<file path="config.mk">
export PLATFORM = sky130hd
export DESIGN_NAME = sq_store_queue
export DESIGN_NICKNAME = d
export VERILOG_FILES = /design/src/rtl/sq_pkg.sv /design/src/rtl/sq_part_sel.sv /design/src/rtl/sq_wb_fsm.sv /design/src/rtl/sq_store_queue.sv
export SDC_FILE = /design/constraint.sdc
export NUM_CORES = 2
export LEC_CHECK = 0
export ABC_AREA = 1
export BUFFER_PORTS_ARGS = -buffer_cell sky130_fd_sc_hd__buf_2
export CAP_MARGIN = 20
export CORE_ASPECT_RATIO = 1.1
export CORE_UTILIZATION = 55
export CTS_BUF_LIST = sky130_fd_sc_hd__clkbuf_4
export DETAILED_ROUTE_END_ITERATION = 7
export HOLD_SLACK_MARGIN = 0.02
export MAX_ROUTING_LAYER = met4
export PLACE_DENSITY = 0.75
export SYNTH_ARGS = -nofsm -noshare
export SYNTH_HDL_FRONTEND = slang
export SYNTH_HIERARCHICAL = 1
export SYNTH_SLANG_ARGS = --single-unit
</file>
<file path="constraint.sdc">
create_clock -name clk -period 7.7 [get_ports clk]
set_input_delay 0.77 -clock clk [delete_from_list [all_inputs] [get_ports clk]]
set_output_delay 0.77 -clock clk [all_outputs]
set_load 0.03 [all_outputs]
</file>
<file path="src/rtl/sq_pkg.sv">
package sq_pkg;
    typedef enum logic [0:0] {
        WB_FIRST  = 1'b0,
        WB_SECOND = 1'b1
    } wb_state_e;
endpackage

</file>
<file path="src/rtl/sq_part_sel.sv">
module sq_part_sel #(
    parameter int ADDR_W     = 32,
    parameter int DATA_BYTES = 16,
    parameter int LINE_BYTES = 16,
    parameter int SZW        = 6
) (
    input  logic [ADDR_W-1:0]       ent_addr,
    input  logic [SZW-1:0]          ent_size,
    input  logic                    ent_split,
    input  logic [DATA_BYTES*8-1:0] ent_data,
    input  logic                    second,
    output logic [ADDR_W-1:0]       part_addr,
    output logic [SZW-1:0]          part_size,
    output logic [DATA_BYTES*8-1:0] part_data
);
    localparam int OFFW = $clog2(LINE_BYTES);

    logic [OFFW-1:0] line_off;
    logic [SZW-1:0]  low_size;

    assign line_off = ent_addr[OFFW-1:0];
    assign low_size = SZW'(LINE_BYTES) - SZW'(line_off);

    always_comb begin
        part_addr = ent_addr;
        part_size = ent_size;
        part_data = ent_data;
        if (ent_split) begin
            if (!second) begin
                part_size = low_size;
            end else begin
                part_addr = ent_addr + ADDR_W'(low_size);
                part_size = ent_size - low_size;
                part_data = ent_data >> {low_size, 3'b000};
            end
        end
    end
endmodule

</file>
<file path="src/rtl/sq_wb_fsm.sv">
module sq_wb_fsm
    import sq_pkg::*;
(
    input  logic clk,
    input  logic rst_n,
    input  logic ent_ready,
    input  logic ent_split,
    input  logic mem_blocked,
    input  logic wr_ready,
    output logic wr_valid,
    output logic second,
    output logic ent_done
);
    wb_state_e state_q, state_d;

    always_ff @(posedge clk) begin
        if (!rst_n) state_q <= WB_FIRST;
        else        state_q <= state_d;
    end

    always_comb begin
        state_d = state_q;
        unique case (state_q)
            WB_FIRST:  if (ent_ready && wr_ready && ent_split) state_d = WB_SECOND;
            WB_SECOND: if (!mem_blocked && wr_ready)            state_d = WB_FIRST;
            default:   state_d = WB_FIRST;
        endcase
    end

    always_comb begin
        wr_valid = 1'b0;
        second   = 1'b0;
        ent_done = 1'b0;
        unique case (state_q)
            WB_FIRST: begin
                wr_valid = ent_ready;
                ent_done = ent_ready && wr_ready && !ent_split;
            end
            WB_SECOND: begin
                second   = 1'b1;
                wr_valid = !mem_blocked;
                ent_done = !mem_blocked && wr_ready;
            end
            default: ;
        endcase
    end

    AST_SECOND_AFTER_FIRST: assert property (@(posedge clk) disable iff (!rst_n)
        $rose(second) |-> $past(wr_valid && wr_ready && ent_split));
endmodule

</file>
<file path="src/rtl/sq_store_queue.sv">
module sq_store_queue #(
    parameter int DEPTH      = 8,
    parameter int SEQ_W      = 16,
    parameter int ADDR_W     = 32,
    parameter int DATA_BYTES = 16,
    parameter int LINE_BYTES = 16,
    localparam int PW  = $clog2(DEPTH),
    localparam int DW  = DATA_BYTES * 8,
    localparam int SZW = $clog2(DATA_BYTES) + 2
) (
    input  logic              clk,
    input  logic              rst_n,
    input  logic              alloc_valid,
    input  logic [SEQ_W-1:0]  alloc_seq,
    output logic [PW-1:0]     alloc_idx,
    output logic              sq_full,
    output logic              sq_empty,
    input  logic              exec_valid,
    input  logic [PW-1:0]     exec_idx,
    input  logic [ADDR_W-1:0] exec_addr,
    input  logic [SZW-1:0]    exec_size,
    input  logic              exec_split,
    input  logic [DW-1:0]     exec_data,
    output logic              exec_reject,
    input  logic              commit_valid,
    input  logic [SEQ_W-1:0]  commit_seq,
    input  logic              squash_valid,
    input  logic [SEQ_W-1:0]  squash_seq,
    input  logic              mem_blocked,
    output logic              wr_valid,
    input  logic              wr_ready,
    output logic [ADDR_W-1:0] wr_addr,
    output logic [SZW-1:0]    wr_size,
    output logic [DW-1:0]     wr_data,
    output logic              wr_second,
    output logic [PW:0]       wb_pending
);
    logic [PW-1:0]     head_ptr, tail_ptr, wb_ptr, occ_cnt, tail_cut;
    logic [SEQ_W-1:0]  e_seq  [DEPTH];
    logic [ADDR_W-1:0] e_addr [DEPTH];
    logic [SZW-1:0]    e_size [DEPTH];
    logic [DW-1:0]     e_data [DEPTH];
    logic [DEPTH-1:0]  e_split, e_canwb, e_commit, e_done, occ;
    logic              do_alloc, exec_ok, retire, ent_ready, ent_done;

    assign occ_cnt   = tail_ptr - head_ptr;
    assign sq_full   = (occ_cnt == PW'(DEPTH - 1));
    assign sq_empty  = (occ_cnt == '0);
    assign alloc_idx = tail_ptr;

    for (genvar gi = 0; gi < DEPTH; gi++) begin : g_occ
        assign occ[gi] = (PW'(gi) - head_ptr) < occ_cnt;
    end

    assign do_alloc    = alloc_valid && !sq_full && !squash_valid;
    assign exec_ok     = exec_valid && (exec_size <= SZW'(DATA_BYTES));
    assign exec_reject = exec_valid && !exec_ok;
    assign retire      = !sq_empty && e_done[head_ptr];
    assign ent_ready   = (wb_ptr != tail_ptr) && e_canwb[wb_ptr] &&
                         !e_done[wb_ptr] && !mem_blocked;

    always_comb begin : cut_scan
        logic          found;
        logic [PW-1:0] pos;
        tail_cut = tail_ptr;
        found    = 1'b0;
        for (int k = 0; k < DEPTH; k++) begin
            pos = head_ptr + PW'(k);
            if (!found && occ[pos] && (e_seq[pos] > squash_seq)) begin
                tail_cut = pos;
                found    = 1'b1;
            end
        end
    end

    always_comb begin
        wb_pending = '0;
        for (int i = 0; i < DEPTH; i++)
            if (occ[i] && e_commit[i] && !e_done[i]) wb_pending = wb_pending + 1'b1;
    end

    sq_wb_fsm u_fsm (
        .clk        (clk),
        .rst_n      (rst_n),
        .ent_ready  (ent_ready),
        .ent_split  (e_split[wb_ptr]),
        .mem_blocked(mem_blocked),
        .wr_ready   (wr_ready),
        .wr_valid   (wr_valid),
        .second     (wr_second),
        .ent_done   (ent_done)
    );

    sq_part_sel #(
        .ADDR_W    (ADDR_W),
        .DATA_BYTES(DATA_BYTES),
        .LINE_BYTES(LINE_BYTES),
        .SZW       (SZW)
    ) u_part (
        .ent_addr (e_addr[wb_ptr]),
        .ent_size (e_size[wb_ptr]),
        .ent_split(e_split[wb_ptr]),
        .ent_data (e_data[wb_ptr]),
        .second   (wr_second),
        .part_addr(wr_addr),
        .part_size(wr_size),
        .part_data(wr_data)
    );

    always_ff @(posedge clk) begin
        if (!rst_n) begin
            head_ptr <= '0;
            tail_ptr <= '0;
            wb_ptr   <= '0;
            e_split  <= '0;
            e_canwb  <= '0;
            e_commit <= '0;
            e_done   <= '0;
            for (int i = 0; i < DEPTH; i++) begin
                e_seq[i]  <= '0;
                e_addr[i] <= '0;
                e_size[i] <= '0;
                e_data[i] <= '0;
            end
        end else begin
            for (int i = 0; i < DEPTH; i++) begin
                if (commit_valid && occ[i] && !e_commit[i] && (e_seq[i] < commit_seq)) begin
                    e_commit[i] <= 1'b1;
                    e_canwb[i]  <= 1'b1;
                end
                if (ent_done && (wb_ptr == PW'(i)))
                    e_done[i] <= 1'b1;
                if (exec_ok && occ[i] && (exec_idx == PW'(i))) begin
                    e_addr[i]  <= exec_addr;
                    e_size[i]  <= exec_size;
                    e_split[i] <= exec_split;
                    e_data[i]  <= exec_data;
                end
                if (do_alloc && (tail_ptr == PW'(i))) begin
                    e_seq[i]    <= alloc_seq;
                    e_addr[i]   <= '0;
                    e_size[i]   <= '0;
                    e_data[i]   <= '0;
                    e_split[i]  <= 1'b0;
                    e_canwb[i]  <= 1'b0;
                    e_commit[i] <= 1'b0;
                    e_done[i]   <= 1'b0;
                end
            end
            if (retire)   head_ptr <= head_ptr + 1'b1;
            if (ent_done) wb_ptr   <= wb_ptr + 1'b1;
            if (squash_valid)  tail_ptr <= tail_cut;
            else if (do_alloc) tail_ptr <= tail_ptr + 1'b1;
        end
    end

    AST_FULL_HOLDS_TAIL: assert property (@(posedge clk) disable iff (!rst_n)
        (sq_full && alloc_valid && !squash_valid) |=> (tail_ptr == $past(tail_ptr)));
    AST_OFFER_NOT_BLOCKED: assert property (@(posedge clk) disable iff (!rst_n)
        wr_valid |-> !mem_blocked);
    AST_OFFER_COMMITTED: assert property (@(posedge clk) disable iff (!rst_n)
        (wr_valid && !wr_second) |-> (e_commit[wb_ptr] && !e_done[wb_ptr]));
    AST_OFFER_HELD: assert property (@(posedge clk) disable iff (!rst_n)
        (wr_valid && !wr_ready) |=> (mem_blocked || (wr_valid && $stable(wr_addr))));
    AST_SECOND_IS_SPLIT: assert property (@(posedge clk) disable iff (!rst_n)
        wr_second |-> e_split[wb_ptr]);
    AST_HEAD_RELEASE: assert property (@(posedge clk) disable iff (!rst_n)
        (!sq_empty && e_done[head_ptr]) |=> (head_ptr == PW'($past(head_ptr) + 1'b1)));
endmodule

</file>
* Word-level counts from Yosys, hierarchy flattened
Memories as Yosys holds them, arrays and structs flattened. A register that Yosys moved wholly into a read port is not among the register bits.
Cells that the tools add are included.
** Storage, ports and cells
- Flip-flop bits (word level) :: 34
- Latch bits :: 0
- Memory bits (writable) :: 1456
- Memory bits (read-only) :: 0
- Output and inout bits :: 178
- Word-level logic and storage cells :: 494
- Memories kept :: 4
** Memories
- e_data :: words 8, bits a word 128, read ports 1, clocked after Yosys merged registers in 1, write ports 8, RTL line sq_store_queue.sv:42 : logic [DW-1:0] e_data [DEPTH];
- e_addr :: words 8, bits a word 32, read ports 1, clocked after Yosys merged registers in 1, write ports 8, RTL line sq_store_queue.sv:40 : logic [ADDR_W-1:0] e_addr [DEPTH];
- e_seq :: words 8, bits a word 16, read ports 16, clocked after Yosys merged registers in 1, write ports 8, RTL line sq_store_queue.sv:39 : logic [SEQ_W-1:0] e_seq [DEPTH];
- e_size :: words 8, bits a word 6, read ports 1, clocked after Yosys merged registers in 1, write ports 8, RTL line sq_store_queue.sv:41 : logic [SZW-1:0] e_size [DEPTH];
** Operators by class
- Add/sub/neg operators :: 28
- Multiply operators :: 0
- Divide/modulo/power cells :: 0
- Magnitude comparators :: 34
- Equal/unequal tests :: 24
- Shift operators :: 1
- Muxes and demuxes :: 174
- Bitwise operators :: 58
- Reduce and logical (&&, ||, !) cells :: 143
** Operators by type and width (number)
- 2-to-1 mux 128 bit :: 18
- 2-to-1 mux 32 bit :: 18
- greater-than comparator 16 bit :: 8
- less-than comparator 16 bit :: 8
- 2-to-1 mux 16 bit :: 8
- right shift 128 x 9 -> 128 bit :: 1
- 2-to-1 mux 6 bit :: 18
- logical AND 1 bit :: 99
- 2-to-1 mux 1 bit :: 72
- bitwise OR 1 bit :: 56
- 2-to-1 mux 3 bit :: 18
- equality test 3 bit, second input constant :: 13
- binary-select mux 1 bit (select 3 bit) :: 12
- less-than comparator 3 x 4 -> 1 bit, second input constant :: 9
- adder 32 x 6 -> 32 bit :: 1
- zero test 1 bit :: 30
- adder 4 x 1 -> 4 bit, second input constant :: 7
- 2-to-1 mux 4 bit :: 7
- less-than comparator 3 bit :: 8
- equality test 3 x 2 -> 1 bit, second input constant :: 6
- OR reduction 2 bit :: 8
- adder 3 bit, second input constant :: 4
- zero test 3 bit :: 4
- subtractor 3 bit, first input constant :: 4
- other kinds (15) :: 25

* Logic depth before layout (Yosys ltp)
- Depth in word-level cells :: 35
- Depth in mapped cells :: 38

* Cells and area by module
The synthesis kept the hierarchy.
** Modules (own cells, without submodules)
- sq_store_queue :: instances 1, cells each 8032, area each 75896.5 um^2, sequential area each 44502.7 um^2
- sq_part_sel :: instances 1, cells each 1463, area each 7030.5 um^2, sequential area each 0.0 um^2
- sq_wb_fsm :: instances 1, cells each 16, area each 83.8 um^2, sequential area each 20.0 um^2

* Worst setup path before layout
No wires, ideal clock.
- Kind :: flip-flop to flip-flop
- Start :: register head_ptr[0]
- End :: memory e_addr[4][0], enable pin
- Library setup time :: 539 ps
- Arrival :: 6731 ps
- Required time :: 7161 ps
- Setup slack :: 429 ps
- Cell stages (with the launch flop) :: 14
- Buffers on the path :: 4
- Cell sequence :: dfxtp_1 -> inv_2 -> buf_2 -> clkbuf_1 -> clkbuf_1 -> ha_1 -> xor2_4 -> clkbuf_1 -> ha_1 -> or2_1 -> nand2_1 -> inv_2 -> nor4_1 -> or2_1
** RTL lines
- start, declared :: RTL line sq_store_queue.sv:38 : logic [PW-1:0] head_ptr, tail_ptr, wb_ptr, occ_cnt, tail_cut;
- start signal, assigned :: RTL line sq_store_queue.sv:150 : if (retire) head_ptr <= head_ptr + 1'b1;
- end, declared :: RTL line sq_store_queue.sv:40

==> impl_results.rst <==
.. list-table::
   :header-rows: 1

   * - Metric
     - Value
   * - Iter 0 DRT Violations
     - 10200
   * - Part of the Yosys area used for sequential elements
     - 53.6%
   * - Remaining DRCs
     - 4
   * - Critical Path RT
     - 6930 ps
   * - Violations in the final reports
     - DRC
   * - Die X-Extent
     - 372 um
   * - CTS Root Buffer Type
     - clkbuf_4
   * - Routed length per instance
     - 23.6 um
   * - TritonRoute pass-1 iters
     - 8
   * - Depth of the worst hold-timing path
     - 6
   * - Global route total overflow
     - 0
   * - Post-synthesis cell type with the largest combined area
     - edfxtp_1
   * - Number of warnings printed during yosys synthesis
     - 6
   * - Mapped Cells
     - 9511
   * - Average vias per placed instance
     - 6.07
   * - Reg-to-reg critical path startpoint
     - head_ptr[0]$_SDFFE_PN0P_
   * - Post-route clock period utilization
     - 95.0%
   * - Data arrival time at the worst-slack endpoint
     - 6550 ps
   * - Pre-CTS WS
     - 1330 ps
   * - Element type at the critical path start
     - register
   * - GR met2 Demand/Resource
     - 57.4%
   * - Total of buffers placed on input and output ports
     - 403
   * - Antenna violations before repair
     - 12
   * - Most Used Layer, Global Route
     - met2
   * - Max Buffers Root-to-Sink
     - 4
   * - Relative max-transition margin
     - 17.1%
   * - Dominant cell by count in the synthesized netlist
     - nor2_1
   * - WL final
     - 289000 um
   * - Count of final setup violators
     - 0
   * - Share of async-settable or async-resettable flops after synthesis
     - 0%
   * - Worst-case setup margin in the final layout
     - 383 ps
   * - Delay-heaviest family, CP
     - buffers and inverters
   * - Met1 routing resource usage after global routing
     - 48.9%
   * - HPWL after detailed placement
     - 182000 um
   * - Number of global-route vias before repair
     - 70000
   * - Vias
     - 74200
   * - Clock Pin Slew Worst Setup and Hold Paths
     - 60 ps
   * - Final Max Slew Viols
     - 0
   * - Worst hold path endpoint
     - e_done[1]$_SDFFE_PP0P_
   * - FF+latch count, synth
     - 1496
   * - Fin. Hold Viols
     - 0
   * - Number of buffers added by the clock tree synthesis step
     - 385
   * - Clock tree from TritonCTS
     - built
   * - Mean instance size in the synthesized netlist
     - 8.73 um2
   * - DIE AREA
     - 0.152 mm2
   * - Largest incremental delay on the critical path
     - 570 ps
   * - HP Start
     - mem_blocked
   * - Worst path cell trace
     - buf_12 -> o21ai_0 -> o22ai_1 -> nor2_1 -> a31oi_4 -> buf_12 -> nor2_1 -> nand2_1 -> inv_1 -> ha_1 -> inv_1 -> nand2_1 -> buf_4 -> clkinvlp_4 -> buf_4 -> nand2_1 -> nand3_1 -> buf_2
   * - Wire length of the first global-routing pass
     - 425000 um
   * - Post-layout minimum cycle time
     - 7320 ps
   * - Maximum number of pins on one net before global-route repair
     - 193
   * - Worst reg-to-reg setup slack
     - 1720 ps
   * - H-tree depth
     - 5
   * - Area Overhead vs Synth
     - 11.6%
   * - Worst setup skew after layout
     - 92.5 ps
   * - CP dominant cell by count
     - nand2_1
   * - Number of nets in the final layout
     - 10500
   * - Number of buffers and inverters on the critical path
     - 8
   * - Critical path peak fanout
     - 166
   * - Critical path endpoint category
     - output port
   * - Synth Flop Type
     - edfxtp_1
   * - Post-synthesis instance area
     - 0.0830 mm2
   * - Total global-route track usage
     - 38.3%
   * - Placeable core region
     - 0.150 mm2
   * - Initial core utilization
     - 55.4%
   * - Hold Crit Class
     - input port to register
   * - Fraction of final layout cells with drive strength greater than 1
     - 13.1%
   * - Number of synthesized flops with an enable pin
     - 1456
   * - Row count
     - 149
   * - Number of top-level design ports
     - 404
   * - CTS Sinks
     - 1496
   * - Fill cells
     - 12800
   * - Leakage
     - 38.4 nW
   * - Met3 track utilization from global routing
     - 8.21%
   * - Die Ht
     - 409 um
   * - Skew-Pair Late Insertion Delay
     - 1380 ps
   * - Power density normalized to cell area
     - 289 mW/mm2
   * - Status
     - finished with violations
   * - Synth cell count leaders
     - nor2_1, edfxtp_1, o21ai_0
   * - Number of distinct library cells after synthesis
     - 64
   * - Proportion of netlist area held by the largest area contributor
     - 52.7%
   * - Max-Cap Viols
     - 0
   * - Pwr Total
     - 0.0268 W
   * - Maximum clock frequency
     - 0.137 GHz
   * - Crit Reg-Reg Endpoint
     - alloc_idx[1]$_SDFFE_PN0P_
   * - Worst r2r path cells
     - 22
   * - Crit Path Category
     - register to output port
   * - GP Congestion
     - 1.05
   * - Residual antenna-violating net count after detailed routing
     - 0
   * - Cell with the largest stage delay on the worst path
     - dfxtp_4
   * - Top cells by area, synth
     - edfxtp_1, nor2_1, o21ai_0
   * - Worst voltage drop across the vdd grid
     - 198 uV
   * - Worst-Margin Slew
     - 1240 ps
==> worst reg2reg max path, delay by kind of cell (launching register included) <==
family,cells,cell delay (ps)
compound gates,2,240
simple gates,11,1660
buf+inv,6,2700
flops,1,370
xor+xnor,1,230
fa+ha+maj,2,710
==> sequential cells by signal (all words and copies together), names as in the netlist, named ones only <==
name / cells
alloc_idx: 3
e_addr: 256
e_canwb: 2
e_commit: 6
e_data: 1024
e_done: 8
e_seq: 128
e_size: 48
e_split: 8
head_ptr: 3
u_fsm/state_q: 1
wb_ptr: 3
==> cell families after synthesis <==
family	share of synthesized area, %
buffers and inverters	6.06
muxes	0.796
DFF	53.6
AOI/OAI and AO/OA	13.3
adders and majority gates	4.46
xor gates and xnor gates	0.387
other	0.00452
and+or+nand+nor	21.4
==> worst max path at each step <==
stage                                    from                          to  slack [ps]  cells past startpoint
floorplan            head_ptr[0]$_SDFFE_PN0P_  e_addr[4][0]$_SDFFCE_PP0P_         430                     13
global placement     head_ptr[1]$_SDFFE_PN0P_               wb_pending[1]        1260                     33
detailed placement   head_ptr[1]$_SDFFE_PN0P_               wb_pending[1]        1330                     33
CTS                 alloc_idx[0]$_SDFFE_PN0P_               wb_pending[1]          20                     31
global route        alloc_idx[0]$_SDFFE_PN0P_               wb_pending[1]         -10                     33
finish                               register                  wr_data[8]         380                     18
==> power by group <==
group | switching (W) | total (W) | internal (W)
clock network | 0.00323 | 0.00640 | 0.00317
logic | 0.00757 | 0.0105 | 0.00295
registers | 0.000218 | 0.00986 | 0.00964
total | 0.0110 | 0.0268 | 0.0158
==> layer usage <==
| metal | wire (um) | up-vias |
|---|---|---|
| met4 | 16100 | 0 |
| met2 | 131000 | 4726 |
| met3 | 34200 | 754 |
| li1 | - | 33700 |
| met5 | 0 | - |
| met1 | 107000 | 35100 |
==> stage by stage <==
step                instances  utilization, %  hold slack, ps  instance area, um2  TNS, ps
finish                  12200            61.8             244               92600        0
global route            12200            61.8             230               92600    -14.3
CTS                     12200            61.7             131               92500        0
detailed placement      11400            57.4             462               86100        0
global placement        11400            57.4             455               86100        0
floorplan                9516               -             438               83000        0
==> cell type report <==
type | instances | area [um2] | share of cell area [%]
diodes | 20 | 50.0 | 0.0540
inverters | 556 | 2130 | 2.30
repair inverters | 1 | 5.00 | 0.00540
flip-flops and latches | 1496 | 44500 | 48.1
well taps | 1963 | 2460 | 2.65
multi-input cells | 6839 | 33700 | 36.3
clock buffers | 529 | 3970 | 4.29
repair buffers | 735 | 5420 | 5.85
clock inverters | 92 | 390 | 0.421
==> layout by cell type (no fill, tap or decap), types with 33 or more instances in the layout <==
cell type	netlist	final
dfxtp_1	40	35
nand3_1	265	265
nor2_1	2620	2618
edfxtp_1	1456	1456
dlygate4sd3_1	0	197
o21ai_0	1245	1245
o211ai_1	61	61
buf_12	0	33
a31oi_1	187	186
buf_2	118	401
mux2i_1	66	66
a21oi_1	226	225
nand4_1	43	43
o21ai_1	41	41
clkinv_1	4	75
buf_4	19	102
nor2_2	117	119
inv_1	522	517
nand2_1	1226	1221
o22ai_1	196	196
nor3_1	37	35
clkbuf_4	0	529
ha_1	293	289
==> what timing repair did <==
| item | 4_1_cts | 5_1_grt |
|---|---|---|
| resized for setup | 4 | 18 |
| pin swaps | 1 | 0 |
| gates cloned | 0 | 1 |
| setup buffers | 1 | 4 |
| hold buffers | 197 | 0 |
| endpoints found under the setup margin | 3 | 4 |
| endpoints found under the hold margin | 1474 | 0 |
Power figures use the tool's default switching activity.
